===== src/rtl/bm_dma_pkg.sv =====
package bm_dma_pkg;

   localparam int WORD_W     = 32;
   localparam int WORD_BYTES = WORD_W / 8;
   localparam int DESC_BYTES = 8;
   localparam int EOT_BIT    = 31;

   localparam logic [1:0] RA_CMD  = 2'd0;
   localparam logic [1:0] RA_STAT = 2'd1;
   localparam logic [1:0] RA_PTR  = 2'd2;

   localparam int CMD_GO  = 0;
   localparam int CMD_DIR = 3;

   localparam int ST_ACT = 0;
   localparam int ST_ERR = 1;
   localparam int ST_INT = 2;
   localparam int ST_SW0 = 5;
   localparam int ST_SW1 = 6;

   typedef enum logic [3:0] {
      W_IDLE,
      W_MOVE,
      W_D0_REQ,
      W_D0_WAIT,
      W_D1_REQ,
      W_D1_WAIT,
      W_WR_REQ,
      W_RD_REQ,
      W_RD_WAIT,
      W_FIN
   } walk_state_e;

endpackage


===== src/rtl/bm_regs.sv =====
module bm_regs
   import bm_dma_pkg::*;
#(
   parameter int ADDR_W = 32
) (
   input  logic              clk,
   input  logic              rst_n,
   input  logic              reg_wr,
   input  logic              reg_wide,
   input  logic [1:0]        reg_addr,
   input  logic [31:0]       reg_wdata,
   output logic [31:0]       reg_rdata,
   output logic              reg_rej,
   input  logic              fin,
   input  logic              fin_err,
   output logic              go,
   output logic              go_dir,
   output logic              clr_idx,
   output logic [ADDR_W-1:0] tbl_ptr,
   output logic              active,
   output logic              irq
);

   logic              start_q, dir_q;
   logic [ADDR_W-1:0] ptr_q;
   logic              act_q, err_q, int_q, pend_q;
   logic [1:0]        sw_q;
   logic              cmd_wr, ptr_wr, stat_wr;
   logic [7:0]        status;

   assign cmd_wr  = reg_wr && (reg_addr == RA_CMD) && !act_q;
   assign ptr_wr  = reg_wr && (reg_addr == RA_PTR) && !act_q;
   assign stat_wr = reg_wr && (reg_addr == RA_STAT) && !reg_wide;

   assign go      = cmd_wr && reg_wdata[CMD_GO];
   assign clr_idx = cmd_wr && !reg_wdata[CMD_GO];
   assign go_dir  = reg_wdata[CMD_DIR];
   assign tbl_ptr = ptr_q;
   assign active  = act_q;
   assign irq     = int_q;

   assign status = {1'b0, sw_q, 2'b00, int_q, err_q, act_q};

   always_ff @(posedge clk or negedge rst_n) begin
      if (!rst_n) begin
         start_q <= 1'b0;
         dir_q   <= 1'b0;
         ptr_q   <= '0;
         act_q   <= 1'b0;
         err_q   <= 1'b0;
         int_q   <= 1'b0;
         pend_q  <= 1'b0;
         sw_q    <= 2'b00;
         reg_rej <= 1'b0;
      end else begin
         pend_q  <= fin;
         reg_rej <= reg_wr && (reg_addr == RA_STAT) && reg_wide;
         if (cmd_wr) begin
            start_q <= reg_wdata[CMD_GO];
            dir_q   <= reg_wdata[CMD_DIR];
            if (reg_wdata[CMD_GO])
               act_q <= 1'b1;
         end
         if (ptr_wr)
            ptr_q <= {reg_wdata[ADDR_W-1:2], 2'b00};
         if (stat_wr) begin
            sw_q <= reg_wdata[ST_SW1:ST_SW0];
            if (reg_wdata[ST_ERR]) err_q <= 1'b0;
            if (reg_wdata[ST_INT]) int_q <= 1'b0;
         end
         if (fin) begin
            act_q   <= 1'b0;
            start_q <= 1'b0;
            if (fin_err)
               err_q <= 1'b1;
         end
         if (pend_q)
            int_q <= 1'b1;
      end
   end

   always_comb begin
      reg_rdata = '0;
      case (reg_addr)
         RA_CMD:  reg_rdata = {28'd0, dir_q, 2'b00, start_q};
         RA_STAT: reg_rdata = {24'd0, status};
         RA_PTR:  reg_rdata = {{(32-ADDR_W){1'b0}}, ptr_q};
         default: reg_rdata = '0;
      endcase
   end


   act_fall_chk: assert property (@(posedge clk) disable iff (!rst_n)
      $fell(act_q) |-> $past(fin));


   irq_after_idle_chk: assert property (@(posedge clk) disable iff (!rst_n)
      $rose(int_q) |-> !act_q);


   wide_reject_chk: assert property (@(posedge clk) disable iff (!rst_n)
      reg_rej |-> $stable(sw_q));


   cmd_frozen_chk: assert property (@(posedge clk) disable iff (!rst_n)
      act_q && $past(act_q) |-> $stable(dir_q) && $stable(ptr_q));

endmodule


===== src/rtl/bm_walker.sv =====
module bm_walker
   import bm_dma_pkg::*;
#(
   parameter int ADDR_W    = 32,
   parameter int LEN_W     = 20,
   parameter int CNT_W     = 16,
   parameter int IDX_W     = 8,
   parameter bit ZERO_FULL = 1'b1
) (
   input  logic              clk,
   input  logic              rst_n,
   input  logic              go,
   input  logic              go_dir,
   input  logic              clr_idx,
   input  logic [ADDR_W-1:0] tbl_ptr,
   input  logic [LEN_W-1:0]  xfer_len,
   output logic              mem_req,
   output logic              mem_we,
   output logic [ADDR_W-1:0] mem_addr,
   output logic [WORD_W-1:0] mem_wdata,
   input  logic              mem_ready,
   input  logic              mem_rvalid,
   input  logic [WORD_W-1:0] mem_rdata,
   output logic              dev_pop,
   input  logic [WORD_W-1:0] dev_rd_data,
   output logic              dev_push,
   output logic [WORD_W-1:0] dev_wr_data,
   output logic              fin,
   output logic              fin_err
);

   localparam int SEG_W = CNT_W + 1;
   localparam logic [SEG_W-1:0]  SEG_STEP = SEG_W'(WORD_BYTES);
   localparam logic [LEN_W-1:0]  LEN_STEP = LEN_W'(WORD_BYTES);
   localparam logic [ADDR_W-1:0] ADR_STEP = ADDR_W'(WORD_BYTES);

   walk_state_e       state;
   logic [IDX_W-1:0]  idx_q;
   logic [LEN_W-1:0]  rem_q;
   logic [SEG_W-1:0]  seg_q;
   logic [ADDR_W-1:0] base_q;
   logic              eot_q, dir_q, ferr_q;
   logic [WORD_W-1:0] wbuf_q;
   logic [ADDR_W-1:0] desc_addr;
   logic [SEG_W-1:0]  seg_load;
   logic [CNT_W-1:0]  cnt_field;
   logic              unused_desc;

   assign desc_addr = tbl_ptr + (ADDR_W'(idx_q) << 3);
   assign cnt_field = {mem_rdata[CNT_W-1:2], 2'b00};
   assign unused_desc = ^{mem_rdata[EOT_BIT-1:CNT_W], mem_rdata[1:0]};

   generate
      if (ZERO_FULL) begin : g_zero_full
         assign seg_load = (cnt_field == '0) ? {1'b1, {CNT_W{1'b0}}}
                                             : {1'b0, cnt_field};
      end else begin : g_zero_empty
         assign seg_load = {1'b0, cnt_field};
      end
   endgenerate

   always_ff @(posedge clk or negedge rst_n) begin
      if (!rst_n) begin
         state  <= W_IDLE;
         idx_q  <= '0;
         rem_q  <= '0;
         seg_q  <= '0;
         base_q <= '0;
         eot_q  <= 1'b0;
         dir_q  <= 1'b0;
         ferr_q <= 1'b0;
         wbuf_q <= '0;
      end else begin
         if (clr_idx)
            idx_q <= '0;
         case (state)
            W_IDLE: begin
               if (go) begin
                  dir_q  <= go_dir;
                  rem_q  <= xfer_len;
                  seg_q  <= '0;
                  eot_q  <= 1'b0;
                  ferr_q <= 1'b0;
                  state  <= W_MOVE;
               end
            end
            W_MOVE: begin
               if (rem_q == '0) begin
                  state <= W_FIN;
               end else if (seg_q == '0) begin
                  if (eot_q) begin
                     ferr_q <= 1'b1;
                     state  <= W_FIN;
                  end else begin
                     state <= W_D0_REQ;
                  end
               end else if (dir_q) begin
                  wbuf_q <= dev_rd_data;
                  state  <= W_WR_REQ;
               end else begin
                  state <= W_RD_REQ;
               end
            end
            W_D0_REQ:  if (mem_ready) state <= W_D0_WAIT;
            W_D0_WAIT: begin
               if (mem_rvalid) begin
                  base_q <= mem_rdata[ADDR_W-1:0];
                  state  <= W_D1_REQ;
               end
            end
            W_D1_REQ:  if (mem_ready) state <= W_D1_WAIT;
            W_D1_WAIT: begin
               if (mem_rvalid) begin
                  seg_q <= seg_load;
                  eot_q <= mem_rdata[EOT_BIT];
                  idx_q <= idx_q + 1'b1;
                  state <= W_MOVE;
               end
            end
            W_WR_REQ: begin
               if (mem_ready) begin
                  base_q <= base_q + ADR_STEP;
                  seg_q  <= seg_q - SEG_STEP;
                  rem_q  <= rem_q - LEN_STEP;
                  state  <= W_MOVE;
               end
            end
            W_RD_REQ:  if (mem_ready) state <= W_RD_WAIT;
            W_RD_WAIT: begin
               if (mem_rvalid) begin
                  base_q <= base_q + ADR_STEP;
                  seg_q  <= seg_q - SEG_STEP;
                  rem_q  <= rem_q - LEN_STEP;
                  state  <= W_MOVE;
               end
            end
            W_FIN:   state <= W_IDLE;
            default: state <= W_IDLE;
         endcase
      end
   end

   always_comb begin
      mem_req  = 1'b0;
      mem_we   = 1'b0;
      mem_addr = base_q;
      case (state)
         W_D0_REQ: begin mem_req = 1'b1; mem_addr = desc_addr; end
         W_D1_REQ: begin mem_req = 1'b1; mem_addr = desc_addr + ADR_STEP; end
         W_WR_REQ: begin mem_req = 1'b1; mem_we = 1'b1; end
         W_RD_REQ: mem_req = 1'b1;
         default:  mem_req = 1'b0;
      endcase
   end

   assign mem_wdata   = wbuf_q;
   assign dev_pop     = (state == W_MOVE) && (rem_q != '0) && (seg_q != '0) && dir_q;
   assign dev_push    = (state == W_RD_WAIT) && mem_rvalid;
   assign dev_wr_data = mem_rdata;
   assign fin         = (state == W_FIN);
   assign fin_err     = ferr_q;


   req_hold_chk: assert property (@(posedge clk) disable iff (!rst_n)
      mem_req && !mem_ready |=> mem_req && $stable(mem_addr) && $stable(mem_we));


   one_way_chk: assert property (@(posedge clk) disable iff (!rst_n)
      !(dev_pop && dev_push));


   rem_down_chk: assert property (@(posedge clk) disable iff (!rst_n)
      (state != W_IDLE) && ($past(state) != W_IDLE) |-> rem_q <= $past(rem_q));

endmodule


===== src/rtl/bm_dma_engine.sv =====
module bm_dma_engine
   import bm_dma_pkg::*;
#(
   parameter int ADDR_W    = 32,
   parameter int LEN_W     = 20,
   parameter int CNT_W     = 16,
   parameter int IDX_W     = 8,
   parameter bit ZERO_FULL = 1'b1
) (
   input  logic              clk,
   input  logic              rst_n,
   input  logic              reg_wr,
   input  logic              reg_wide,
   input  logic [1:0]        reg_addr,
   input  logic [31:0]       reg_wdata,
   output logic [31:0]       reg_rdata,
   output logic              reg_rej,
   input  logic [LEN_W-1:0]  xfer_len,
   output logic              mem_req,
   output logic              mem_we,
   output logic [ADDR_W-1:0] mem_addr,
   output logic [31:0]       mem_wdata,
   input  logic              mem_ready,
   input  logic              mem_rvalid,
   input  logic [31:0]       mem_rdata,
   output logic              dev_pop,
   input  logic [31:0]       dev_rd_data,
   output logic              dev_push,
   output logic [31:0]       dev_wr_data,
   output logic              irq
);

   generate
      if (ADDR_W < 8 || ADDR_W > 32) begin : g_bad_addr_w
         $error("bm_dma_engine: ADDR_W must lie in 8..32");
      end
      if (LEN_W < 3 || LEN_W > 31) begin : g_bad_len_w
         $error("bm_dma_engine: LEN_W must lie in 3..31");
      end
      if (CNT_W < 3 || CNT_W > 16) begin : g_bad_cnt_w
         $error("bm_dma_engine: CNT_W must lie in 3..16");
      end
      if (IDX_W < 1 || IDX_W > 16) begin : g_bad_idx_w
         $error("bm_dma_engine: IDX_W must lie in 1..16");
      end
   endgenerate

   logic              go, go_dir, clr_idx, active, fin, fin_err;
   logic [ADDR_W-1:0] tbl_ptr;

   bm_regs #(.ADDR_W(ADDR_W)) u_regs (
      .clk       (clk),
      .rst_n     (rst_n),
      .reg_wr    (reg_wr),
      .reg_wide  (reg_wide),
      .reg_addr  (reg_addr),
      .reg_wdata (reg_wdata),
      .reg_rdata (reg_rdata),
      .reg_rej   (reg_rej),
      .fin       (fin),
      .fin_err   (fin_err),
      .go        (go),
      .go_dir    (go_dir),
      .clr_idx   (clr_idx),
      .tbl_ptr   (tbl_ptr),
      .active    (active),
      .irq       (irq)
   );

   bm_walker #(
      .ADDR_W    (ADDR_W),
      .LEN_W     (LEN_W),
      .CNT_W     (CNT_W),
      .IDX_W     (IDX_W),
      .ZERO_FULL (ZERO_FULL)
   ) u_walker (
      .clk         (clk),
      .rst_n       (rst_n),
      .go          (go),
      .go_dir      (go_dir),
      .clr_idx     (clr_idx),
      .tbl_ptr     (tbl_ptr),
      .xfer_len    (xfer_len),
      .mem_req     (mem_req),
      .mem_we      (mem_we),
      .mem_addr    (mem_addr),
      .mem_wdata   (mem_wdata),
      .mem_ready   (mem_ready),
      .mem_rvalid  (mem_rvalid),
      .mem_rdata   (mem_rdata),
      .dev_pop     (dev_pop),
      .dev_rd_data (dev_rd_data),
      .dev_push    (dev_push),
      .dev_wr_data (dev_wr_data),
      .fin         (fin),
      .fin_err     (fin_err)
   );


   req_when_active_chk: assert property (@(posedge clk) disable iff (!rst_n)
      mem_req |-> active);


   fin_when_active_chk: assert property (@(posedge clk) disable iff (!rst_n)
      fin |-> active);

endmodule


===== config.mk =====
export PLATFORM = sky130hd
export DESIGN_NAME = bm_dma_engine
export DESIGN_NICKNAME = d
export VERILOG_FILES = /design/src/rtl/bm_dma_pkg.sv /design/src/rtl/bm_regs.sv /design/src/rtl/bm_walker.sv /design/src/rtl/bm_dma_engine.sv
export SDC_FILE = /design/constraint.sdc
export NUM_CORES = 1
export LEC_CHECK = 0
export BUFFER_PORTS_ARGS = -buffer_cell sky130_fd_sc_hd__buf_2
export CORE_ASPECT_RATIO = 0.5
export CORE_MARGIN = 10
export CORE_UTILIZATION = 40
export DETAILED_ROUTE_END_ITERATION = 10
export GPL_TIMING_DRIVEN = 0
export REMOVE_ABC_BUFFERS = 1
export SYNTH_ARGS = -nofsm -noshare
export SYNTH_HDL_FRONTEND = slang
export SYNTH_SLANG_ARGS = --single-unit

===== constraint.sdc =====
create_clock -name clk -period 5.9 [get_ports clk]
set_input_delay 1.77 -clock clk [delete_from_list [all_inputs] [get_ports clk]]
set_output_delay 1.77 -clock clk [all_outputs]
set_load 0.01 [all_outputs]

Word-level counts from Yosys, hierarchy flattened
Cells that the tools add are included.
- flip-flop bits (word level): 155
- input port bits: 124
- output and inout port bits: 134
- add/subtract/negate cells: 6
- equality and inequality tests: 23
- muxes and demuxes: 52
- bitwise logic cells: 2
- reductions and logical operators: 44
- operator list (cell ; count):
    one-hot mux 32 bit (3 select lines) ; 2
    2-to-1 mux 32 bit ; 3
    2-to-1 mux 17 bit ; 5
    one-hot mux 17 bit (4 select lines) ; 1
    adder 32 x 3 -> 32 bit (second input constant) ; 2
    one-hot mux 32 bit (2 select lines) ; 1
    2-to-1 mux 20 bit ; 3
    one-hot mux 20 bit (3 select lines) ; 1
    2-to-1 mux 4 bit ; 10
    adder 32 x 11 -> 32 bit ; 1
    one-hot mux 4 bit (8 select lines) ; 1
    2-to-1 mux 8 bit ; 3
    zero test 20 bit ; 1
    2-to-1 mux 1 bit ; 20
    nonzero test 20 bit ; 1
    subtractor 20 x 3 -> 20 bit (second input constant) ; 1
    inequality test 2 bit (second input constant) ; 9
    zero test 17 bit ; 1
    nonzero test 17 bit ; 1
    subtractor 17 x 3 -> 17 bit (second input constant) ; 1
    equality test 4 x 3 -> 1 bit (second input constant) ; 4
    zero test 16 bit ; 1
    logical AND 1 bit ; 13
    AND reduction 4 bit ; 3
    21 further kinds ; 38

Depth between registers and ports, before layout
Gate-level depths: netlist of the first run.
- depth after elaboration: 7
- mapped depth: 11
- depth with buffers taken out: 11

Hierarchy
A second synthesis of the first run with hierarchy kept.
- cell total of the unflattened synthesis: 1160
- area total of the unflattened synthesis: 10183.5 um^2
- modules (own cells, without submodules) (module ; times used ; cells an instance ; area an instance (um^2)):
    bm_walker ; 1 ; 1023 ; 8393.0
    bm_regs ; 1 ; 137 ; 1790.5

Worst setup path after synthesis of the first run
OpenSTA, ideal clock, no wires.
- path kind: register to output
- start: reg u_walker.idx_q[0]
- end: out mem_addr[28]
- arrival: 3.297 ns
- setup slack: 0.833 ns
- stages on the path, launching flop included: 12
- buffers on the path: 0
- path through: dfrtp_1 -> ha_1 -> fa_1 -> a211oi_2 -> o21a_1 -> a211oi_1 -> or4b_4 -> a21boi_4 -> nand4_2 -> nor4_2 -> xor2_1 -> o221ai_1
- longest elaborated chain between the ends: 3
- RTL lines (what ; line ; text):
    from (decl) ; bm_walker.sv:38 ; logic [IDX_W-1:0] idx_q;
    from (signal assigned) ; bm_walker.sv:116 ; idx_q <= idx_q + 1'b1;
    adder 32 x 11 -> 32 bit (*) ; bm_walker.sv:49 ; assign desc_addr = tbl_ptr + (ADDR_W'(idx_q) << 3);
    adder 32 x 3 -> 32 bit ; bm_walker.sv:149 ; W_D1_REQ: begin mem_req = 1'b1; mem_addr = desc_addr + ADR_STEP; end
    one-hot mux 32 bit (2 select lines) (*) ; bm_walker.sv:147 ; case (state)
    to (decl) ; bm_dma_engine.sv:21 ; output logic [ADDR_W-1:0] mem_addr,
Mark *: on every way between the ends. The rest lies on a longest branch, timed or not.

Worst setup path after layout of the first run
- start: reg u_walker.idx_q[0]
- end: out mem_addr[19]
The elaborated chain is that of the path after synthesis.

==> flow_metrics.tcl, run 1 <==
set metrics [dict create \
    run_status "finished, final reports clean" \
    port_buffers 257 \
    crit_end "mem_addr[19]" \
    cts_buffers 17 \
    grt_setup_unrepaired "true" \
    grt_first_pass_wirelength_mm 51.3 \
    drt-total-wl_mm 32.4 \
    static-leakage-power_nw 5.43 \
    timing.final.crit_share 0.985 \
    grt_max_degree 108 \
    synth-main-ff-cell "sky130_fd_sc_hd__dfrtp_1" \
    combinationalPowerShare 0.498 \
    rr_startpoint "u_walker.state[2]" \
    type_of_the_tightest_min_delay_check "flip-flop to flip-flop" \
    grt_antenna_before_repair 1 \
    worst_setup_path_end_kind "output pin" \
    drcViolationCount 0 \
    wl_per_cell_microns 19.0 \
    worst_clock_skew_ps 10.0 \
    timing.critical_path.fanout_max 5 \
    timing.critical_path.cells "ha_4 > fa_2 > a211oi_4 > o21a_2 > buf_6 > a2111oi_0 > a311oi_1 > a21boi_4 > buf_6 > buf_4 > and3_1 > xor2_1 > o221ai_1 > buf_2" \
    max_cap_violations 0 \
    clock_insertion_delay_worst_skew_ps 460 \
    insertedDiodeCount 0 \
    cts-root-to-sink-buffers 2 \
    detail-route-antenna-nets 0 \
    die_height_microns 132 \
    power_density_nw_per_um2 516 \
    setup_slack_ps 87.7 \
    synth_edf_count 0 \
    timing_max_transition_violations_final 0 \
    startpoint "u_walker.idx_q[0]" \
    ys_seq_area_frac 0.380 \
    grt_overflow_total 0 \
    worst_path_most_repeated_cell "sky130_fd_sc_hd__buf_6" \
    global_route.usage.total 0.194 \
    timing_worst_slew_pin_value_ps 1200 \
    cts_htree_levels 4 \
    cp.arrival_ps 4040 \
    number_of_global_route_vias_before_repair 9382 \
    synthesis.yosys.warnings 0 \
    drive_gt1_frac 0.320 \
    achievable-frequency_mhz 172 \
    nets 1490 \
    numPlacedInstances 1654 \
    worst_slack_at_placement_ps 254 \
    setup_total_negative_slack_ps 0 \
    critical-path-max-stage-delay_ps 450 \
    vias 9596 \
    worstSetupStartpointType "flip-flop" \
    gpl.final_weighted_congestion 0.866 \
    flow.area_growth_from_synthesis_pct 22.6 \
    clock_power_share 0.179 \
    power_switching_share 0.452 \
    floorplan.io_pins 258 \
    clk_transition_reported_paths_ps 80 \
    synth_cell_type_count 79 \
    hpwl_mm 23.9 \
    cell_internal_pwr_mw 3.49 \
    vdd.ir_drop.worst_mv 0.256 \
    async_reset_ff_frac 1.00 \
    netlist_area_sq_um 10100 \
    die_w_microns 244 \
    critical_path.reg2reg.endpoint "u_walker.rem_q[0]" \
    finalHoldViolCount 0 \
    synthesis.instances 1149 \
    yosys_register_bits 153 \
    drt_iter0_drc 844 \
    worstRegToRegCells 9 \
    design.die.area_sq_um 32300 \
    drt-pass1-iter-count 5 \
    finalCriticalPeriod_ps 5810 \
    cpMaxStageDelayCell "sky130_fd_sc_hd__dfrtp_2" \
    critical_path_class "flip-flop to output pin" \
    numClockSinks 153 \
    finish.utilization 0.506 \
    area_inside_the_core_boundary_sq_um 24400 \
    routed_via_density 5.64 \
    worst_ep_required_time_ps 4130 \
    final-setup-viol-count 0 \
    final_cell_count_no_fill 1700 \
    ff2ff_setup_slack_ps 2450 \
    cts-root-buf "sky130_fd_sc_hd__clkbuf_16" \
    synth.avg_cell_area_sq_um 8.76 \
    tritoncts "yes" \
    std_cell_rows 40 \
    max-slew-margin-rel 0.193 \
    power_frac_seq 0.324 \
    initial_utilization 0.413 \
    p_sw_mw 2.88 \
]
stage by stage:
stage	power, mW	area, sq um	hold slack [ps]
after floorplan	3.97	9570	404
after global placement	5.01	11300	424
after detailed placement	5.13	11500	424
after CTS	6.32	12100	442
after global routing	6.85	12300	464
final	6.37	12300	440
power groups by stage:
stage / combinational (mW) / clock [mW] / sequential, mW
after floorplan: 2.01 / 0 / 1.96
after global placement: 2.98 / 0 / 2.03
after detailed placement: 3.07 / 0 / 2.06
after CTS: 3.11 / 1.17 / 2.05
after global routing: 3.50 / 1.21 / 2.14
final: 3.17 / 1.14 / 2.06
what timing repair did:
| action | CTS | global route |
|---|---|---|
| hold buffers | 0 | 0 |
| endpoints found under the setup margin | 14 | 18 |
| buffers inserted | 3 | 12 |
| pin swaps | 2 | 19 |
| resized for setup | 7 | 28 |
worst min-delay path by stage:
stage                  to           from  cells after the start  slack [ps]
6_report       u_regs.irq  u_regs.pend_q                      1         440
5_1_grt        u_regs.irq  u_regs.pend_q                      1         460
4_1_cts        u_regs.irq  u_regs.pend_q                      1         440
3_5_place_dp   u_regs.irq  u_regs.pend_q                      1         420
3_3_place_gp   u_regs.irq  u_regs.pend_q                      1         420
2_1_floorplan  u_regs.irq  u_regs.pend_q                      1         400
cells in the mapped netlist, drive strengths merged (7+ instances only):
master  count  area [sq um]
a211oi      9          82.6
a21oi      96           484
a22oi      18           135
and2       35           219
and3       22           138
buf        40           279
clkbuf     58           218
dfrtp     153          3830
ha         14           175
inv        16          60.1
mux2       68           766
nand2     101           379
nand2b     16           100
nand3      33           165
nand4      13           124
nor2      107           402
nor2b      11          68.8
nor3       35           175
nor4       10          90.1
o21a        7          52.6
o21ai      95           479
o221ai     17           149
o22ai      19           119
or2         7          43.8
or3         7          43.8
xnor2      28           245
xor2       17           149
cells in the final DEF, fill, tap and decap left out, types with 5 or more instances in the layout:
cell type / Yosys / routed
sky130_fd_sc_hd__a21oi_1: 95 / 95
sky130_fd_sc_hd__a32oi_1: 6 / 6
sky130_fd_sc_hd__nor3_1: 35 / 30
sky130_fd_sc_hd__inv_6: 0 / 5
sky130_fd_sc_hd__buf_4: 32 / 14
sky130_fd_sc_hd__and2_1: 35 / 35
sky130_fd_sc_hd__o221ai_1: 17 / 16
sky130_fd_sc_hd__and3_1: 22 / 22
sky130_fd_sc_hd__o21ai_0: 91 / 88
sky130_fd_sc_hd__ha_1: 14 / 11
sky130_fd_sc_hd__or2_2: 6 / 6
sky130_fd_sc_hd__xor2_1: 17 / 17
sky130_fd_sc_hd__mux2_2: 68 / 68
sky130_fd_sc_hd__inv_1: 16 / 16
sky130_fd_sc_hd__dfrtp_1: 153 / 152
sky130_fd_sc_hd__nor2_1: 107 / 106
sky130_fd_sc_hd__nand2b_1: 16 / 15
sky130_fd_sc_hd__nand4_1: 9 / 9
sky130_fd_sc_hd__a21o_1: 5 / 5
sky130_fd_sc_hd__nand3_1: 33 / 32
sky130_fd_sc_hd__xnor2_1: 28 / 26
sky130_fd_sc_hd__nor2b_1: 11 / 9
sky130_fd_sc_hd__or3_1: 7 / 7
sky130_fd_sc_hd__o31ai_1: 6 / 6
sky130_fd_sc_hd__nand3b_1: 6 / 6
sky130_fd_sc_hd__clkbuf_16: 0 / 17
sky130_fd_sc_hd__a31oi_1: 5 / 5
sky130_fd_sc_hd__a211oi_1: 6 / 5
sky130_fd_sc_hd__mux2i_1: 6 / 6
sky130_fd_sc_hd__a22oi_1: 18 / 18
sky130_fd_sc_hd__o22ai_1: 19 / 19
sky130_fd_sc_hd__o21a_1: 7 / 6
sky130_fd_sc_hd__buf_2: 7 / 256
sky130_fd_sc_hd__nand2_1: 101 / 100
sky130_fd_sc_hd__nor4_1: 7 / 6
area by class of cell:
cell class / count / area, sq um
tap: 336 / 420
clock buffer: 18 / 439
multi-input combinational: 882 / 5880
sequential: 153 / 3830
clock inverter: 14 / 156
timing repair buffer: 281 / 1560
fill: 2354 / 12000
inverter: 16 / 60.1
flip-flops by register name (all words and copies together) (netlist names), 2 cells and up:
name and count:
u_walker.idx_q 8, u_walker.rem_q 20, u_regs.tbl_ptr 30, u_walker.seg_q 15, u_regs.sw_q 2, u_walker.base_q 32
u_walker.mem_wdata 32, u_walker.state 4
metal layers:
layer  vias to the layer above  global-route usage  share of wire
met3                        54              0.0445          0.052
met1                      4710               0.239           0.43
met4                         2              0.0782          0.024
met2                       256               0.321           0.50
li1                       4574                   -              -
met5                         -                   0        0.00056
worst max-delay path: cells and delay by family (launching register included):
family | cells | cell delay [ps]
xor gates and xnor gates | 1 | 150
AOI/OAI and AO/OA | 6 | 1580
buffers and inverters | 4 | 630
DFF | 1 | 450
adders and majority gates | 2 | 600
and+or+nand+nor | 1 | 190
cell families after synthesis:
group | Yosys count | share of synthesized area
simple gates | 424 | 0.219
compound gates | 324 | 0.204
flops | 153 | 0.380
buf+inv | 114 | 0.0553
mux | 74 | 0.0820
xor+xnor | 45 | 0.0392
fa+ha+maj | 15 | 0.0194
Power figures use the tool's default switching activity.
==> run 2: changes to the inputs <==
--- a/config.mk
+++ b/config.mk
@@ -6,11 +6,13 @@
 export NUM_CORES = 1
 export LEC_CHECK = 0
 export BUFFER_PORTS_ARGS = -buffer_cell sky130_fd_sc_hd__buf_2
+export CAP_MARGIN = 10
 export CORE_ASPECT_RATIO = 0.5
 export CORE_MARGIN = 10
 export CORE_UTILIZATION = 40
 export DETAILED_ROUTE_END_ITERATION = 10
 export GPL_TIMING_DRIVEN = 0
+export PLACE_DENSITY = 0.65
 export REMOVE_ABC_BUFFERS = 1
 export SYNTH_ARGS = -nofsm -noshare
 export SYNTH_HDL_FRONTEND = slang
==> run 2 against run 1 <==
Effect of this change: register-to-register slack better by 50 ps; routed wire length is 1.2% lower; sequential share of layout area fell by 0.14 points; sequential cell count stayed put; largest cell class unchanged; global-route usage shrank 0.10 points; design area up 0.45%; core utilization grew 0.23 points; clock skew shrank 2.1 ps; fmax is 0.73% higher; die area is the same; via count is 0.97% lower; final cell count is essentially flat.
==> flow_metrics.tcl, run 2 (synthesis gave the netlist of run 1 again) <==
set metrics [dict create \
    timing.critical_path.cells "ha_4 > fa_2 > a211oi_4 > o21a_4 > a211oi_4 > or4b_4 > a21boi_4 > nand4_4 > and2b_1 > xor2_1 > o221ai_1 > buf_2" \
    vdd.ir_drop.worst_mv 0.208 \
    whs_path_depth 1 \
    drt-total-wl_mm 32.0 \
    design.die.area_sq_um 32300 \
    hold_buffers 0 \
    critical_path.reg2reg.endpoint "u_walker.mem_wdata[8]" \
    routed_via_density 5.59 \
    cts_buffers 17 \
    static-leakage-power_nw 5.46 \
    clk_transition_reported_paths_ps 70 \
    critical_path_class "flip-flop to output pin" \
    wl_per_cell_microns 18.8 \
    std_cell_rows 40 \
    layout.filler_cells 2264 \
    rr_startpoint "u_walker.seg_q[5]" \
    timing.critical_path.fanout_max 6 \
    worstSetupStartpointType "flip-flop" \
    numClockSinks 153 \
    initial_utilization 0.413 \
    grt_antenna_before_repair 0 \
    worst_ep_required_time_ps 4130 \
    final_cell_count_no_fill 1699 \
    drt_iter0_drc 863 \
    final-setup-viol-count 0 \
    regArea_sq_um 3830 \
    max_cap_violations 0 \
    drt-pass1-iter-count 5 \
    insertedDiodeCount 0 \
    run_status "finished, final reports clean" \
    setup_total_negative_slack_ps 0 \
    timing.final.crit_share 0.978 \
    max-slew-margin-rel 0.265 \
    floorplan.io_pins 258 \
    whs_ps 445 \
    detail-route-antenna-nets 0 \
    nets 1489 \
    gpl.final_weighted_congestion 0.907 \
    die_w_microns 244 \
    cts-root-buf "sky130_fd_sc_hd__clkbuf_16" \
    finalCriticalPeriod_ps 5770 \
    die_height_microns 132 \
    finish.utilization 0.509 \
    grt_max_degree 86 \
    achievable-frequency_mhz 173 \
    numPlacedInstances 1654 \
    drive_gt1_frac 0.316 \
    area_inside_the_core_boundary_sq_um 24400 \
    type_of_the_tightest_min_delay_check "flip-flop to flip-flop" \
    cts_htree_levels 4 \
    global_route.usage.total 0.193 \
    worstHoldStart "u_regs.pend_q" \
    power_density_nw_per_um2 522 \
    timing_worst_slew_pin_value_ps 1100 \
    cts-root-to-sink-buffers 2 \
    power.total_mw 6.47 \
    clock_insertion_delay_worst_skew_ps 450 \
    grt_overflow_total 0 \
    area_of_the_multi_input_gates_sq_um 5860 \
    grt_first_pass_wirelength_mm 50.7 \
    hpwl_mm 24.0 \
    drcViolationCount 0 \
    cpMaxStageDelayCell "sky130_fd_sc_hd__or4b_4" \
    worst_clock_skew_ps 7.86 \
    tritoncts "yes" \
    number_of_global_route_vias_before_repair 9309 \
    startpoint "u_walker.idx_q[0]" \
    worstRegToRegCells 9 \
    mostFrequentLayoutCells "sky130_fd_sc_hd__buf_2 (256), sky130_fd_sc_hd__dfrtp_1 (152), sky130_fd_sc_hd__nor2_1 (106)" \
    critical-path-max-stage-delay_ps 530 \
    finalHoldViolCount 0 \
    layout.cells.most_common "sky130_fd_sc_hd__buf_2" \
    worst_path_most_repeated_cell "sky130_fd_sc_hd__a211oi_4" \
    flow.area_growth_from_synthesis_pct 23.2 \
    cp.arrival_ps 4000 \
    ff2ff_setup_slack_ps 2500 \
    vias 9503 \
    port_buffers 257 \
    min_to "u_regs.irq" \
    worst_setup_path_end_kind "output pin" \
    timing_max_transition_violations_final 0 \
]
## run 2: cell types whose count changed in the layout (fill, tap and decap cells not counted), sizes merged
cell    before  now
inv         24   23
bufinv       1    3
buf        281  279
## run 2: timing repair
action | in CTS | in global routing
setup buffers | 1 | 10
endpoints found under the setup margin | 9 | 17
resized for setup | 4 | 27
pin swaps | 2 | 14
## run 2: area by class of cell
type | instances | area share
Multi-Input combinational cell | 882 | 0.473
Sequential cell | 153 | 0.309
Timing Repair Buffer | 280 | 0.129
Clock buffer | 17 | 0.0343
Tap cell | 336 | 0.0339
Clock inverter | 15 | 0.0166
Inverter | 16 | 0.00484
## run 2: worst max-delay path by stage
stage                    endpoint  slack (ps)  depth (start not counted)
2_1_floorplan        mem_addr[28]         830                         11
3_3_place_gp   u_regs.tbl_ptr[14]        -290                          4
3_5_place_dp         mem_addr[28]         320                         12
4_1_cts              mem_addr[28]         -10                         12
5_1_grt              mem_addr[16]         -40                         12
6_report             mem_addr[25]         130                         12
## run 2: critical path: cells and delay by family (launching register included)
family          cells  cell delay (ps)
compound gates      5             1130
simple gates        3             1000
fa+ha+maj           2              610
flops               1              450
buf+inv             1              220
xor+xnor            1              150
## run 2: through the flow
stage | setup WS (ps) | area (sq um)
final | 130 | 12400
after CTS | -11.6 | 12200
after global routing | -41.7 | 12400
after floorplan | 833 | 9570
after global placement | -295 | 11300
after detailed placement | 324 | 11500
## run 2: report_power, final
group	switching, mW	total (mW)	internal, mW	leakage (nW)
combinational	1.82	3.20	1.38	3.32
clock	0.513	1.20	0.683	0.304
sequential	0.549	2.07	1.52	1.84
## run 2: metal layers
metal  vias up  global-route usage  share of wire
met5         -                   0              0
met4         0              0.0710          0.022
met3        43              0.0441          0.051
met2       242               0.319           0.49
met1      4646               0.240           0.44
li1       4572                   -              -
